### src/rtl/sdft_pkg.sv
package sdft_pkg;

  typedef enum logic {
    UPD_COLUMN = 1'b0,
    UPD_WRAP   = 1'b1
  } upd_mode_e;

  // Arithmetic right shift by sh with round-to-nearest, ties away from zero.
  function automatic logic signed [63:0] round_shift(input logic signed [63:0] p,
                                                     input int sh);
    logic signed [63:0] half;
    logic signed [63:0] mag;
    half = 64'sd1 <<< (sh - 1);
    if (p < 0) begin
      mag = -p;
      round_shift = -((mag + half) >>> sh);
    end else begin
      round_shift = (p + half) >>> sh;
    end
  endfunction

  // Product of a data word and a coefficient, brought back to the data scale.
  function automatic logic signed [63:0] scaled_product(input logic signed [63:0] a,
                                                        input logic signed [63:0] c,
                                                        input int sh);
    scaled_product = round_shift(a * c, sh);
  endfunction

  // Elaboration-time sine or cosine of 2*pi*num/den by a power series.
  function automatic real series_trig(input int num, input int den, input bit want_sin);
    real ang;
    real x2;
    real term;
    real acc;
    ang = 2.0 * 3.14159265358979323846 * real'(num % den) / real'(den);
    if (ang > 3.14159265358979323846) ang = ang - 2.0 * 3.14159265358979323846;
    x2 = ang * ang;
    if (want_sin) begin
      term = ang;
      acc  = ang;
      for (int i = 1; i < 16; i++) begin
        term = -term * x2 / real'((2 * i) * (2 * i + 1));
        acc  = acc + term;
      end
    end else begin
      term = 1.0;
      acc  = 1.0;
      for (int i = 1; i < 16; i++) begin
        term = -term * x2 / real'((2 * i - 1) * (2 * i));
        acc  = acc + term;
      end
    end
    series_trig = acc;
  endfunction

  // Quantised coefficient with frac fraction bits, rounded to nearest.
  function automatic int quant_trig(input int num, input int den, input bit want_sin,
                                    input int frac);
    real scale;
    real v;
    scale = 1.0;
    for (int i = 0; i < frac; i++) scale = scale * 2.0;
    v = series_trig(num, den, want_sin) * scale;
    if (v >= 0.0) quant_trig = $rtoi(v + 0.5);
    else          quant_trig = -$rtoi(-v + 0.5);
  endfunction

endpackage

### src/rtl/sdft_index_ctrl.sv
module sdft_index_ctrl
  import sdft_pkg::*;
#(
  parameter int unsigned ROWS  = 4,
  parameter int unsigned DEPTH = 16
) (
  input  logic      clk,
  input  logic      rst_n,
  input  logic      accept,
  output upd_mode_e mode,
  output logic      first_pass,
  output logic      emit
);

  localparam int unsigned ROW_W  = (ROWS > 1) ? $clog2(ROWS) : 1;
  localparam int unsigned FILL_W = $clog2(DEPTH + 1);
  localparam logic [ROW_W-1:0]  ROW_LAST  = ROW_W'(ROWS - 1);
  localparam logic [FILL_W-1:0] FILL_FULL = FILL_W'(DEPTH);
  localparam logic [FILL_W-1:0] FILL_LAST = FILL_W'(DEPTH - 1);

  logic [ROW_W-1:0]  row_q;
  logic [FILL_W-1:0] fill_q;

  always_ff @(posedge clk or negedge rst_n) begin
    if (!rst_n) begin
      row_q  <= '0;
      fill_q <= '0;
    end else if (accept) begin
      row_q <= (row_q == ROW_LAST) ? '0 : row_q + ROW_W'(1);
      if (fill_q != FILL_FULL) fill_q <= fill_q + FILL_W'(1);
    end
  end

  // A sample at row 0 opens a new column: the joint factor applies to acc + diff.
  assign mode       = (row_q == '0) ? UPD_WRAP : UPD_COLUMN;
  assign first_pass = (fill_q != FILL_FULL);
  assign emit       = accept && (fill_q >= FILL_LAST);

  AST_FILL_STAYS: assert property (@(posedge clk) disable iff (!rst_n)
    !first_pass |=> !first_pass);

endmodule

### src/rtl/sdft_delay_line.sv
module sdft_delay_line #(
  parameter int unsigned DEPTH = 16,
  parameter int unsigned DW    = 16
) (
  input  logic                 clk,
  input  logic                 rst_n,
  input  logic                 push,
  input  logic signed [DW-1:0] new_re,
  input  logic signed [DW-1:0] new_im,
  output logic signed [DW-1:0] old_re,
  output logic signed [DW-1:0] old_im
);

  localparam int unsigned PTR_W = (DEPTH > 1) ? $clog2(DEPTH) : 1;
  localparam logic [PTR_W-1:0] PTR_LAST = PTR_W'(DEPTH - 1);

  logic signed [DW-1:0] slot_re [DEPTH];
  logic signed [DW-1:0] slot_im [DEPTH];
  logic [PTR_W-1:0]     wr_ptr;

  always_ff @(posedge clk or negedge rst_n) begin
    if (!rst_n) wr_ptr <= '0;
    else if (push) wr_ptr <= (wr_ptr == PTR_LAST) ? '0 : wr_ptr + PTR_W'(1);
  end

  for (genvar g = 0; g < DEPTH; g++) begin : g_slot
    always_ff @(posedge clk or negedge rst_n) begin
      if (!rst_n) begin
        slot_re[g] <= '0;
        slot_im[g] <= '0;
      end else if (push && (wr_ptr == PTR_W'(g))) begin
        slot_re[g] <= new_re;
        slot_im[g] <= new_im;
      end
    end
  end

  // The slot about to be overwritten holds the sample one full window back.
  assign old_re = slot_re[wr_ptr];
  assign old_im = slot_im[wr_ptr];

endmodule

### src/rtl/sdft_coef_sel.sv
module sdft_coef_sel
  import sdft_pkg::*;
#(
  parameter int unsigned ROWS     = 4,
  parameter int unsigned COLS     = 4,
  parameter int unsigned FREQ_ROW = 1,
  parameter int unsigned FREQ_COL = 1,
  parameter int unsigned CW       = 18,
  parameter int unsigned CF       = 16
) (
  input  upd_mode_e            mode,
  output logic signed [CW-1:0] rot_cos,
  output logic signed [CW-1:0] rot_sin,
  output logic signed [CW-1:0] mix_cos,
  output logic signed [CW-1:0] mix_sin
);

  localparam int unsigned SPAN       = ROWS * COLS;
  localparam int unsigned COL_STEP   = (FREQ_ROW * COLS) % SPAN;
  localparam int unsigned JOINT_STEP = (FREQ_ROW * COLS + FREQ_COL * ROWS) % SPAN;

  localparam logic signed [CW-1:0] COL_C = CW'(quant_trig(COL_STEP, SPAN, 1'b0, CF));
  localparam logic signed [CW-1:0] COL_S = CW'(quant_trig(COL_STEP, SPAN, 1'b1, CF));
  localparam logic signed [CW-1:0] JNT_C = CW'(quant_trig(JOINT_STEP, SPAN, 1'b0, CF));
  localparam logic signed [CW-1:0] JNT_S = CW'(quant_trig(JOINT_STEP, SPAN, 1'b1, CF));

  always_comb begin
    mix_cos = JNT_C;
    mix_sin = JNT_S;
    if (mode == UPD_WRAP) begin
      rot_cos = JNT_C;
      rot_sin = JNT_S;
    end else begin
      rot_cos = COL_C;
      rot_sin = COL_S;
    end
  end

endmodule

### src/rtl/sdft_rotator.sv
module sdft_rotator
  import sdft_pkg::*;
#(
  parameter int unsigned DW = 16,
  parameter int unsigned CW = 18,
  parameter int unsigned CF = 16
) (
  input  logic signed [DW-1:0] acc_re,
  input  logic signed [DW-1:0] acc_im,
  input  logic signed [DW:0]   dif_re,
  input  logic signed [DW:0]   dif_im,
  input  logic signed [CW-1:0] rot_cos,
  input  logic signed [CW-1:0] rot_sin,
  input  logic signed [CW-1:0] mix_cos,
  input  logic signed [CW-1:0] mix_sin,
  output logic signed [DW-1:0] nxt_re,
  output logic signed [DW-1:0] nxt_im,
  output logic                 overflow
);

  localparam logic signed [63:0] LIM_HI = (64'sd1 <<< (DW - 1)) - 64'sd1;
  localparam logic signed [63:0] LIM_LO = -(64'sd1 <<< (DW - 1));

  logic signed [63:0] sum_re;
  logic signed [63:0] sum_im;

  always_comb begin
    sum_re = scaled_product(64'(acc_re), 64'(rot_cos), CF)
           - scaled_product(64'(acc_im), 64'(rot_sin), CF)
           + scaled_product(64'(dif_re), 64'(mix_cos), CF)
           - scaled_product(64'(dif_im), 64'(mix_sin), CF);
    sum_im = scaled_product(64'(acc_re), 64'(rot_sin), CF)
           + scaled_product(64'(acc_im), 64'(rot_cos), CF)
           + scaled_product(64'(dif_re), 64'(mix_sin), CF)
           + scaled_product(64'(dif_im), 64'(mix_cos), CF);
  end

  assign overflow = (sum_re > LIM_HI) || (sum_re < LIM_LO) ||
                    (sum_im > LIM_HI) || (sum_im < LIM_LO);
  assign nxt_re = sum_re[DW-1:0];
  assign nxt_im = sum_im[DW-1:0];

endmodule

### src/rtl/sdft_bin.sv
module sdft_bin
  import sdft_pkg::*;
#(
  parameter int unsigned ROWS     = 4,
  parameter int unsigned COLS     = 4,
  parameter int unsigned FREQ_ROW = 1,
  parameter int unsigned FREQ_COL = 1,
  parameter int unsigned DW       = 16,
  parameter int unsigned CW       = 18,
  parameter int unsigned CF       = 16
) (
  input  logic                 clk,
  input  logic                 rst_n,
  input  logic                 in_valid,
  input  logic signed [DW-1:0] in_re,
  input  logic signed [DW-1:0] in_im,
  output logic                 bin_valid,
  output logic signed [DW-1:0] bin_re,
  output logic signed [DW-1:0] bin_im
);

  localparam int unsigned DEPTH = ROWS * COLS;

  upd_mode_e            mode;
  logic                 first_pass;
  logic                 emit;
  logic signed [DW-1:0] old_re;
  logic signed [DW-1:0] old_im;
  logic signed [DW:0]   dif_re;
  logic signed [DW:0]   dif_im;
  logic signed [CW-1:0] rot_cos;
  logic signed [CW-1:0] rot_sin;
  logic signed [CW-1:0] mix_cos;
  logic signed [CW-1:0] mix_sin;
  logic signed [DW-1:0] acc_re;
  logic signed [DW-1:0] acc_im;
  logic signed [DW-1:0] nxt_re;
  logic signed [DW-1:0] nxt_im;
  logic                 sum_ovf;

  sdft_index_ctrl #(.ROWS(ROWS), .DEPTH(DEPTH)) u_ctrl (
    .clk        (clk),
    .rst_n      (rst_n),
    .accept     (in_valid),
    .mode       (mode),
    .first_pass (first_pass),
    .emit       (emit)
  );

  sdft_delay_line #(.DEPTH(DEPTH), .DW(DW)) u_store (
    .clk    (clk),
    .rst_n  (rst_n),
    .push   (in_valid),
    .new_re (in_re),
    .new_im (in_im),
    .old_re (old_re),
    .old_im (old_im)
  );

  sdft_coef_sel #(
    .ROWS(ROWS), .COLS(COLS), .FREQ_ROW(FREQ_ROW), .FREQ_COL(FREQ_COL), .CW(CW), .CF(CF)
  ) u_coef (
    .mode    (mode),
    .rot_cos (rot_cos),
    .rot_sin (rot_sin),
    .mix_cos (mix_cos),
    .mix_sin (mix_sin)
  );

  // Sliding difference: new sample minus the one a full window earlier.
  assign dif_re = (DW+1)'(in_re) - (DW+1)'(old_re);
  assign dif_im = (DW+1)'(in_im) - (DW+1)'(old_im);

  sdft_rotator #(.DW(DW), .CW(CW), .CF(CF)) u_rot (
    .acc_re   (acc_re),
    .acc_im   (acc_im),
    .dif_re   (dif_re),
    .dif_im   (dif_im),
    .rot_cos  (rot_cos),
    .rot_sin  (rot_sin),
    .mix_cos  (mix_cos),
    .mix_sin  (mix_sin),
    .nxt_re   (nxt_re),
    .nxt_im   (nxt_im),
    .overflow (sum_ovf)
  );

  always_ff @(posedge clk or negedge rst_n) begin
    if (!rst_n) begin
      acc_re    <= '0;
      acc_im    <= '0;
      bin_valid <= 1'b0;
    end else begin
      bin_valid <= emit;
      if (in_valid) begin
        acc_re <= nxt_re;
        acc_im <= nxt_im;
      end
    end
  end

  assign bin_re = acc_re;
  assign bin_im = acc_im;

  AST_NO_OVERFLOW: assert property (@(posedge clk) disable iff (!rst_n)
    in_valid |-> !sum_ovf);

  AST_HOLD_IDLE: assert property (@(posedge clk) disable iff (!rst_n)
    !in_valid |=> $stable(bin_re) && $stable(bin_im));

  AST_VALID_AFTER_FILL: assert property (@(posedge clk) disable iff (!rst_n)
    bin_valid |-> !first_pass);

  AST_VALID_FOLLOWS_SAMPLE: assert property (@(posedge clk) disable iff (!rst_n)
    bin_valid |-> $past(in_valid));

  AST_FIRST_PASS_ZERO: assert property (@(posedge clk) disable iff (!rst_n)
    (in_valid && first_pass) |-> (old_re == '0) && (old_im == '0));

endmodule

### config.mk
export PLATFORM = sky130hd
export DESIGN_NAME = sdft_bin
export DESIGN_NICKNAME = d
export VERILOG_FILES = /design/src/rtl/sdft_pkg.sv /design/src/rtl/sdft_index_ctrl.sv /design/src/rtl/sdft_delay_line.sv /design/src/rtl/sdft_coef_sel.sv /design/src/rtl/sdft_rotator.sv /design/src/rtl/sdft_bin.sv
export SDC_FILE = /design/constraint.sdc
export NUM_CORES = 1
export LEC_CHECK = 0
export ABC_CLOCK_PERIOD_IN_PS = 13500
export BUFFER_PORTS_ARGS = -buffer_cell sky130_fd_sc_hd__buf_2
export CAP_MARGIN = 20
export CORE_ASPECT_RATIO = 0.5
export CORE_MARGIN = 8
export CORE_UTILIZATION = 35
export CTS_BUF_LIST = sky130_fd_sc_hd__clkbuf_8
export CTS_CLUSTER_SIZE = 10
export DETAILED_ROUTE_END_ITERATION = 6
export PLACE_DENSITY = 0.59
export SLEW_MARGIN = 10
export SYNTH_ARGS = -nofsm -noshare
export SYNTH_HDL_FRONTEND = slang
export SYNTH_SLANG_ARGS = --single-unit
### constraint.sdc
create_clock -name clk -period 13.5 [get_ports clk]
set_input_delay 1.35 -clock clk [delete_from_list [all_inputs] [get_ports clk]]
set_output_delay 1.35 -clock clk [all_outputs]
set_load 0.02 [all_outputs]
Yosys cells after proc, flatten, opt, wreduce, memory -nomap -nowiden
Index checks and enable logic that the tools add are counted.
{"block": "totals", "register_bits": 556, "input_bits": 35, "out_inout_bits": 33}
{"block": "op_classes", "n_addsub": 35, "muxes": 17, "n_bitwise": 1, "n_reduce_logical": 20, "eq_ne": 17, "n_lt_le_gt_ge": 8, "n_mul": 4}
{"op": "$add 32x17->32 const B", "n": 12}
{"op": "$neg 32->32", "n": 6}
{"op": "$mux 16", "n": 10}
{"op": "$lt 34x1->1 const B", "n": 4}
{"op": "$mul 16x18->34", "n": 4}
{"op": "$bmux 16 s4", "n": 2}
{"op": "$lt 64x1->1 const B", "n": 2}
{"op": "$neg 16->16", "n": 6}
{"op": "$neg 17->48", "n": 2}
{"op": "$add 16x16->16", "n": 3}
{"op": "$sub 16x16->17", "n": 2}
{"op": "$eq 4x4->1 const B", "n": 8}
{"op": "$mux 18", "n": 1}
{"op": "$logic_and 1x1->1", "n": 17}
{"op": "$mux 17", "n": 1}
{"op": "$eq 4x3->1 const B", "n": 4}
{"op": "$sub 16x16->16", "n": 1}
{"op": "$eq 4x2->1 const B", "n": 2}
{"op": "$add 5x1->5 const B", "n": 1}
{"op": "$ge 5x4->1 const B", "n": 1}
{"op": "$ge 5x5->1 const B", "n": 1}
{"op": "$ne 5x5->1 const B", "n": 1}
{"op": "$not 4->5", "n": 1}
{"op": "$add 4x1->4 const B", "n": 1}
{"op": "9 further kinds", "n": 9}

Logic depth before layout (Yosys ltp)
{"block": "logic_depth", "word_depth": 11, "ltp_mapped": 44}

Cells and area by module
A second synthesis with hierarchy kept.
{"block": "hier_totals", "cells_unflattened": 15969, "area_unflattened_um2": 145326.9}
{"module": "sdft_rotator", "instances": 1, "area_per_inst_um2": 118304.7, "cells_per_inst": 14116}
{"module": "sdft_delay_line", "instances": 1, "area_per_inst_um2": 23179.7, "cells_per_inst": 1425}
{"module": "sdft_bin", "instances": 1, "area_per_inst_um2": 2891.5, "cells_per_inst": 315}
{"module": "sdft_coef_sel", "instances": 1, "area_per_inst_um2": 544.3, "cells_per_inst": 74}
{"module": "sdft_index_ctrl", "instances": 1, "area_per_inst_um2": 406.6, "cells_per_inst": 39}

Worst setup path after synthesis
OpenSTA, ideal clock, no wires.
{"block": "synth_path", "path_type": "register to register", "from": "register u_ctrl.row_q[0]", "to": "register acc_re[14], in the netlist bin_re[14]", "slack_ns": 4.040, "stages_incl_launch_ff": 42, "setup_time_ns": 0.134, "t_arrival_ns": 9.326, "n_path_buf": 2, "required_time_ns": 13.366, "path_cell_list": "dfrtp_1 inv_1 ha_1 clkbuf_1 clkbuf_1 and2_1 fa_1 inv_1 fa_1 inv_1 fa_1 inv_1 fa_1 fa_1 fa_1 inv_1 ha_1 and3_1 [... 6 more ...] a21oi_1 xnor2_1 nor3_1 xnor2_1 fa_1 inv_1 ha_1 a21boi_0 o21ai_0 a21boi_0 o21ai_0 a21boi_0 o21ai_0 a21boi_0 o21ai_0 a21boi_0 or3_1 nand4_1"}
{"block": "synth_via", "elab_chain_cells": 10, "word_cells_on_any_way": 20, "classes_between": "add/sub (10); mul (2); order compare (2); mux (5); reduce/logical (1)"}
{"item": "from (decl)", "line": "sdft_index_ctrl.sv:21", "rtl": "logic [ROW_W-1:0] row_q;"}
{"item": "from (signal assigned)", "line": "sdft_index_ctrl.sv:29", "rtl": "row_q <= (row_q == ROW_LAST) ? '0 : row_q + ROW_W'(1);"}
{"item": "$logic_not 2->1 (*)", "line": "sdft_index_ctrl.sv:35", "rtl": "assign mode = (row_q == '0) ? UPD_WRAP : UPD_COLUMN;"}
{"item": "$mux 1 (*)", "line": "sdft_index_ctrl.sv:35"}
{"item": "$mux 18 / $mux 17 (equally long branches)", "line": "sdft_coef_sel.sv:30", "rtl": "if (mode == UPD_WRAP) begin"}
{"item": "$mul 16x18->34", "line": "sdft_pkg.sv:26", "rtl": "scaled_product = round_shift(a * c, sh);"}
{"item": "$neg 32->32", "line": "sdft_pkg.sv:15", "rtl": "mag = -p;"}
{"item": "$add 32x17->32", "line": "sdft_pkg.sv:16", "rtl": "round_shift = -((mag + half) >>> sh);"}
{"item": "$neg 16->16", "line": "sdft_pkg.sv:16"}
{"item": "$mux 16", "line": "sdft_pkg.sv:14", "rtl": "if (p < 0) begin"}
{"item": "$sub 16x16->16 (*)", "line": "sdft_rotator.sv:29", "rtl": "- scaled_product(64'(acc_im), 64'(rot_sin), CF)"}
{"item": "$add 16x16->16 (*)", "line": "sdft_rotator.sv:30", "rtl": "+ scaled_product(64'(dif_re), 64'(mix_cos), CF)"}
{"item": "to (signal assigned)", "line": "sdft_bin.sv:96", "rtl": "acc_re <= nxt_re;"}
{"item": "to (decl)", "line": "sdft_bin.sv:35", "rtl": "logic signed [DW-1:0] acc_re;"}
Every way passes the cells marked *; elsewhere a longest branch is shown, timed or not.
A chain may end at the register's enable or synchronous reset.

Worst setup path after layout
Same ends and word-level chain as after synthesis.

==> flow_summary.ini <==
[run_status]
status = completed

[critical_path]
reg2reg_from = u_ctrl.row_q[0]$_DFFE_PN0P_
critPathKind = flip-flop to flip-flop
reg2reg_setup_slack_ns = 3.01
capture_point_of_the_worst_reg_to_reg_path = bin_re[14]$_DFFE_PN0P_
required_ns = 14.06
ff2ff_path_depth = 39
worst_path_most_repeated_cell = fa_1
crit_path_start_kind = flip-flop
arrival_ns = 11.04
maximum_fanout_along_the_worst_path = 23
max_stage_delay_ns = 0.69
end_kind = flip-flop
crit_path_top_delay_cell = fa_1

[yosys]
synth_ff_type = dfrtp_1
syn_area_per_cell_sq_um = 10.25
synth_nets = 4503
asr_flop_ratio_synth_pct = 100.0
synth_warnings = 0
synthSimpleGateAreaFrac_pct = 11.53
yosys_register_bits = 556
synth_enable_flop_cells = 0
synth_top_family_by_area = adder cells
netlist_instances = 3978
post_synth_mux_area_share_pct = 14.28
synth.yosys.seq_area_share_pct = 34.11
synth_compound_gate_area_share_pct = 11.16
synth.cell_area_sq_um = 40790
post_synth_xor_area_fraction_pct = 5.763
yosys.area_share.adder_pct = 18.10
yosysUniqueCellTypes = 96

[drt]
post-route-drc-count = 0
drtIter0Drc = 1823
finalWirelength_um = 101000
dr.pass1.iters = 5
vias = 29240
final_antenna_net_count = 0
wire_per_inst_um = 18.06
post_drt_via_cell_ratio = 5.227

[die]
initial_core_util_pct = 35.35
placeableCoreArea_sq_um = 115400
floorplan.die_area_sq_um = 128400
design.portCount = 68
dieHeight_um = 257.4
rows = 88
die_w_um = 498.8

[global_route]
antenna_found_initial = 7
grt_first_pass_wirelength_um = 165000
global_route.usage.total_pct = 15.70
grt_max_degree = 175
grt_pass1_vias = 29820
gr-total-overflow = 0

[clock_network]
cts_setup_buffers = 0
cts.htree.levels = 3
cts.root.buffer_cell = clkbuf_8
later_pin_clock_latency_in_the_skew_report_ns = 0.71
clkSinkCount = 556
worst_setup_hold_path_clk_slew_ns = 0.06
maximum_buffer_depth_of_the_clock_tree = 3
post_cts_hold_buffer_count = 0
number_of_buffers_added_by_the_clock_tree_synthesis_step = 92
cts_tree = yes
post_cts_resize_count = 0

[placed_design]
placement.io_buffers = 67
gp_congestion = 0.8442
dp.final_hpwl_um = 72060

[sta]
timing.setup.tns_ns = 0
final-hold-violation-count = 0
min_period_ns = 10.49
worstMarginPinSlew_ns = 1.092
layout_worst_path_cycle_share_pct = 77.68
worst_hold_margin_ns = 0.4739
final_max_slew_viol_count = 0
rsz0062_at_grt = false
clock-skew-final_ns = 0.05360
worst_slew_margin_rel_pct = 26.65
fmax_mhz = 95.36
setup_violations = 0

[final_layout]
multiInputGateArea_sq_um = 24880
nNetsFinal = 4517
final-seq-area_sq_um = 13930
layout-area-overhead-vs-synth_pct = 9.530
fillers = 11220
drive_gt1_share_pct = 15.75

[worst_hold_path]
worstHoldPathType = flip-flop to flip-flop
whs_path_cells = 2
timing.hold.worst_endpoint = u_store.slot_im[129]$_DFFE_PN0P_
timing.hold.worst.start = u_store.slot_im[129]$_DFFE_PN0P_

[flow_run]
maxCapViolCount = 0
-- routing by layer --
layer | routed length (um) | GRT usage, % | vias to the layer above
met5 | 12 | 0 | -
met4 | 3116 | 4.802 | 2
met3 | 4965 | 2.850 | 199
met2 | 46380 | 25.54 | 588
met1 | 46550 | 21.35 | 14600
li1 | - | - | 13850
-- worst max-delay path: cells and delay by family, from the launching register on --
family                   cells  cell delay, ns
XOR/XNOR                     2            0.72
AND/OR/NAND/NOR              9            1.23
adder cells (fa/ha/maj)     10            5.06
buffers and inverters        6            0.49
flip-flops                   1            0.36
AO/OA/AOI/OAI               12            2.47
-- how the worst max path moves through the flow --
stage                                      from                     end  slack [ns]  depth (start not counted)
floorplan           u_ctrl.row_q[0]$_DFFE_PN0P_  bin_re[14]$_DFFE_PN0P_        4.04                         41
global placement    u_ctrl.row_q[0]$_DFFE_PN0P_  bin_re[14]$_DFFE_PN0P_        3.22                         39
detailed placement  u_ctrl.row_q[0]$_DFFE_PN0P_  bin_re[14]$_DFFE_PN0P_        3.09                         39
CTS                 u_ctrl.row_q[0]$_DFFE_PN0P_  bin_re[14]$_DFFE_PN0P_        2.98                         39
global route        u_ctrl.row_q[0]$_DFFE_PN0P_  bin_re[14]$_DFFE_PN0P_        2.14                         39
finish              u_ctrl.row_q[0]$_DFFE_PN0P_  bin_re[14]$_DFFE_PN0P_        3.01                         39
-- sequential cells by signal, indices dropped and copies added (netlist names) --
signal           cells
u_store.slot_im    256
u_store.slot_re    256
bin_im              16
bin_re              16
u_ctrl.fill_q        5
u_store.wr_ptr       4
u_ctrl.row_q         2
bin_valid            1
-- placed cells by master (no fill, tap or decap), types with 25 or more instances in the layout --
cell | netlist | final
nand3_1 | 59 | 51
xor2_1 | 75 | 75
a21oi_1 | 95 | 95
mux4_2 | 160 | 160
and2_1 | 48 | 48
inv_1 | 355 | 394
xnor2_1 | 189 | 189
o21ai_0 | 437 | 437
a21o_1 | 28 | 28
nand4_1 | 25 | 25
nor3_1 | 50 | 46
ha_1 | 323 | 322
buf_4 | 0 | 41
nor2_1 | 111 | 111
nor2b_1 | 53 | 53
buf_2 | 3 | 66
fa_1 | 167 | 167
nand2_1 | 509 | 509
clkbuf_8 | 0 | 115
dfrtp_1 | 556 | 550
mux2_2 | 178 | 178
-- metrics by stage --
step / cell area [sq um] / instances / util, % / worst slack (ns)
finish: 44680 / 5594 / 38.72 / 3.013
global placement: 42750 / 5425 / 37.04 / 3.223
floorplan: 40790 / 3978 / - / 4.040
detailed placement: 42760 / 5426 / 37.06 / 3.094
global route: 44680 / 5594 / 38.72 / 2.141
CTS: 44620 / 5591 / 38.67 / 2.982
-- kinds of logic after synthesis --
logic type,count (synthesis)
flops,556
buf+inv,549
mux,359
xor+xnor,266
simple gates,1004
fa+ha+maj,490
compound gates,754
-- final cells by class --
type | instances | area share, %
flip-flops and latches | 556 | 31.17
clock buffers | 115 | 3.543
well taps | 1530 | 4.285
repair buffers | 113 | 1.708
clock inverters | 50 | 0.6217
multi-input cells | 2873 | 55.68
diodes | 1 | 0.005601
inverters | 356 | 2.991
-- cells in the mapped netlist, drive strengths merged (13+ instances only) --
cell type	number	area, sq um
o31ai	15	112.6
nand2	509	1911
ha	323	4041
clkbuf	173	649.4
mux4	160	3603
nor3	52	270.3
nor4	20	137.6
xnor2	190	1672
a31oi	16	106.4
o21ai	442	2216
o211ai	14	105.1
and3	23	143.9
dfrtp	556	13910
buf	20	78.82
nor2	111	416.7
a21o	28	210.2
nand2b	22	137.6
nand3b	13	97.59
nand3	59	295.3
mux2	180	2031
or2	15	93.84
a21oi	96	484.2
a211o	14	122.6
and2	50	312.8
or3	22	142.6
mux2i	19	190.2
a211oi	18	162.7
nor2b	53	331.6
inv	355	1333
nand4	25	156.4
xor2	75	656.9
fa	167	3343
Power is left out: the tool's default activity adds up to more than one toggle a clock period on the data nets, which glitch-free logic cannot reach.
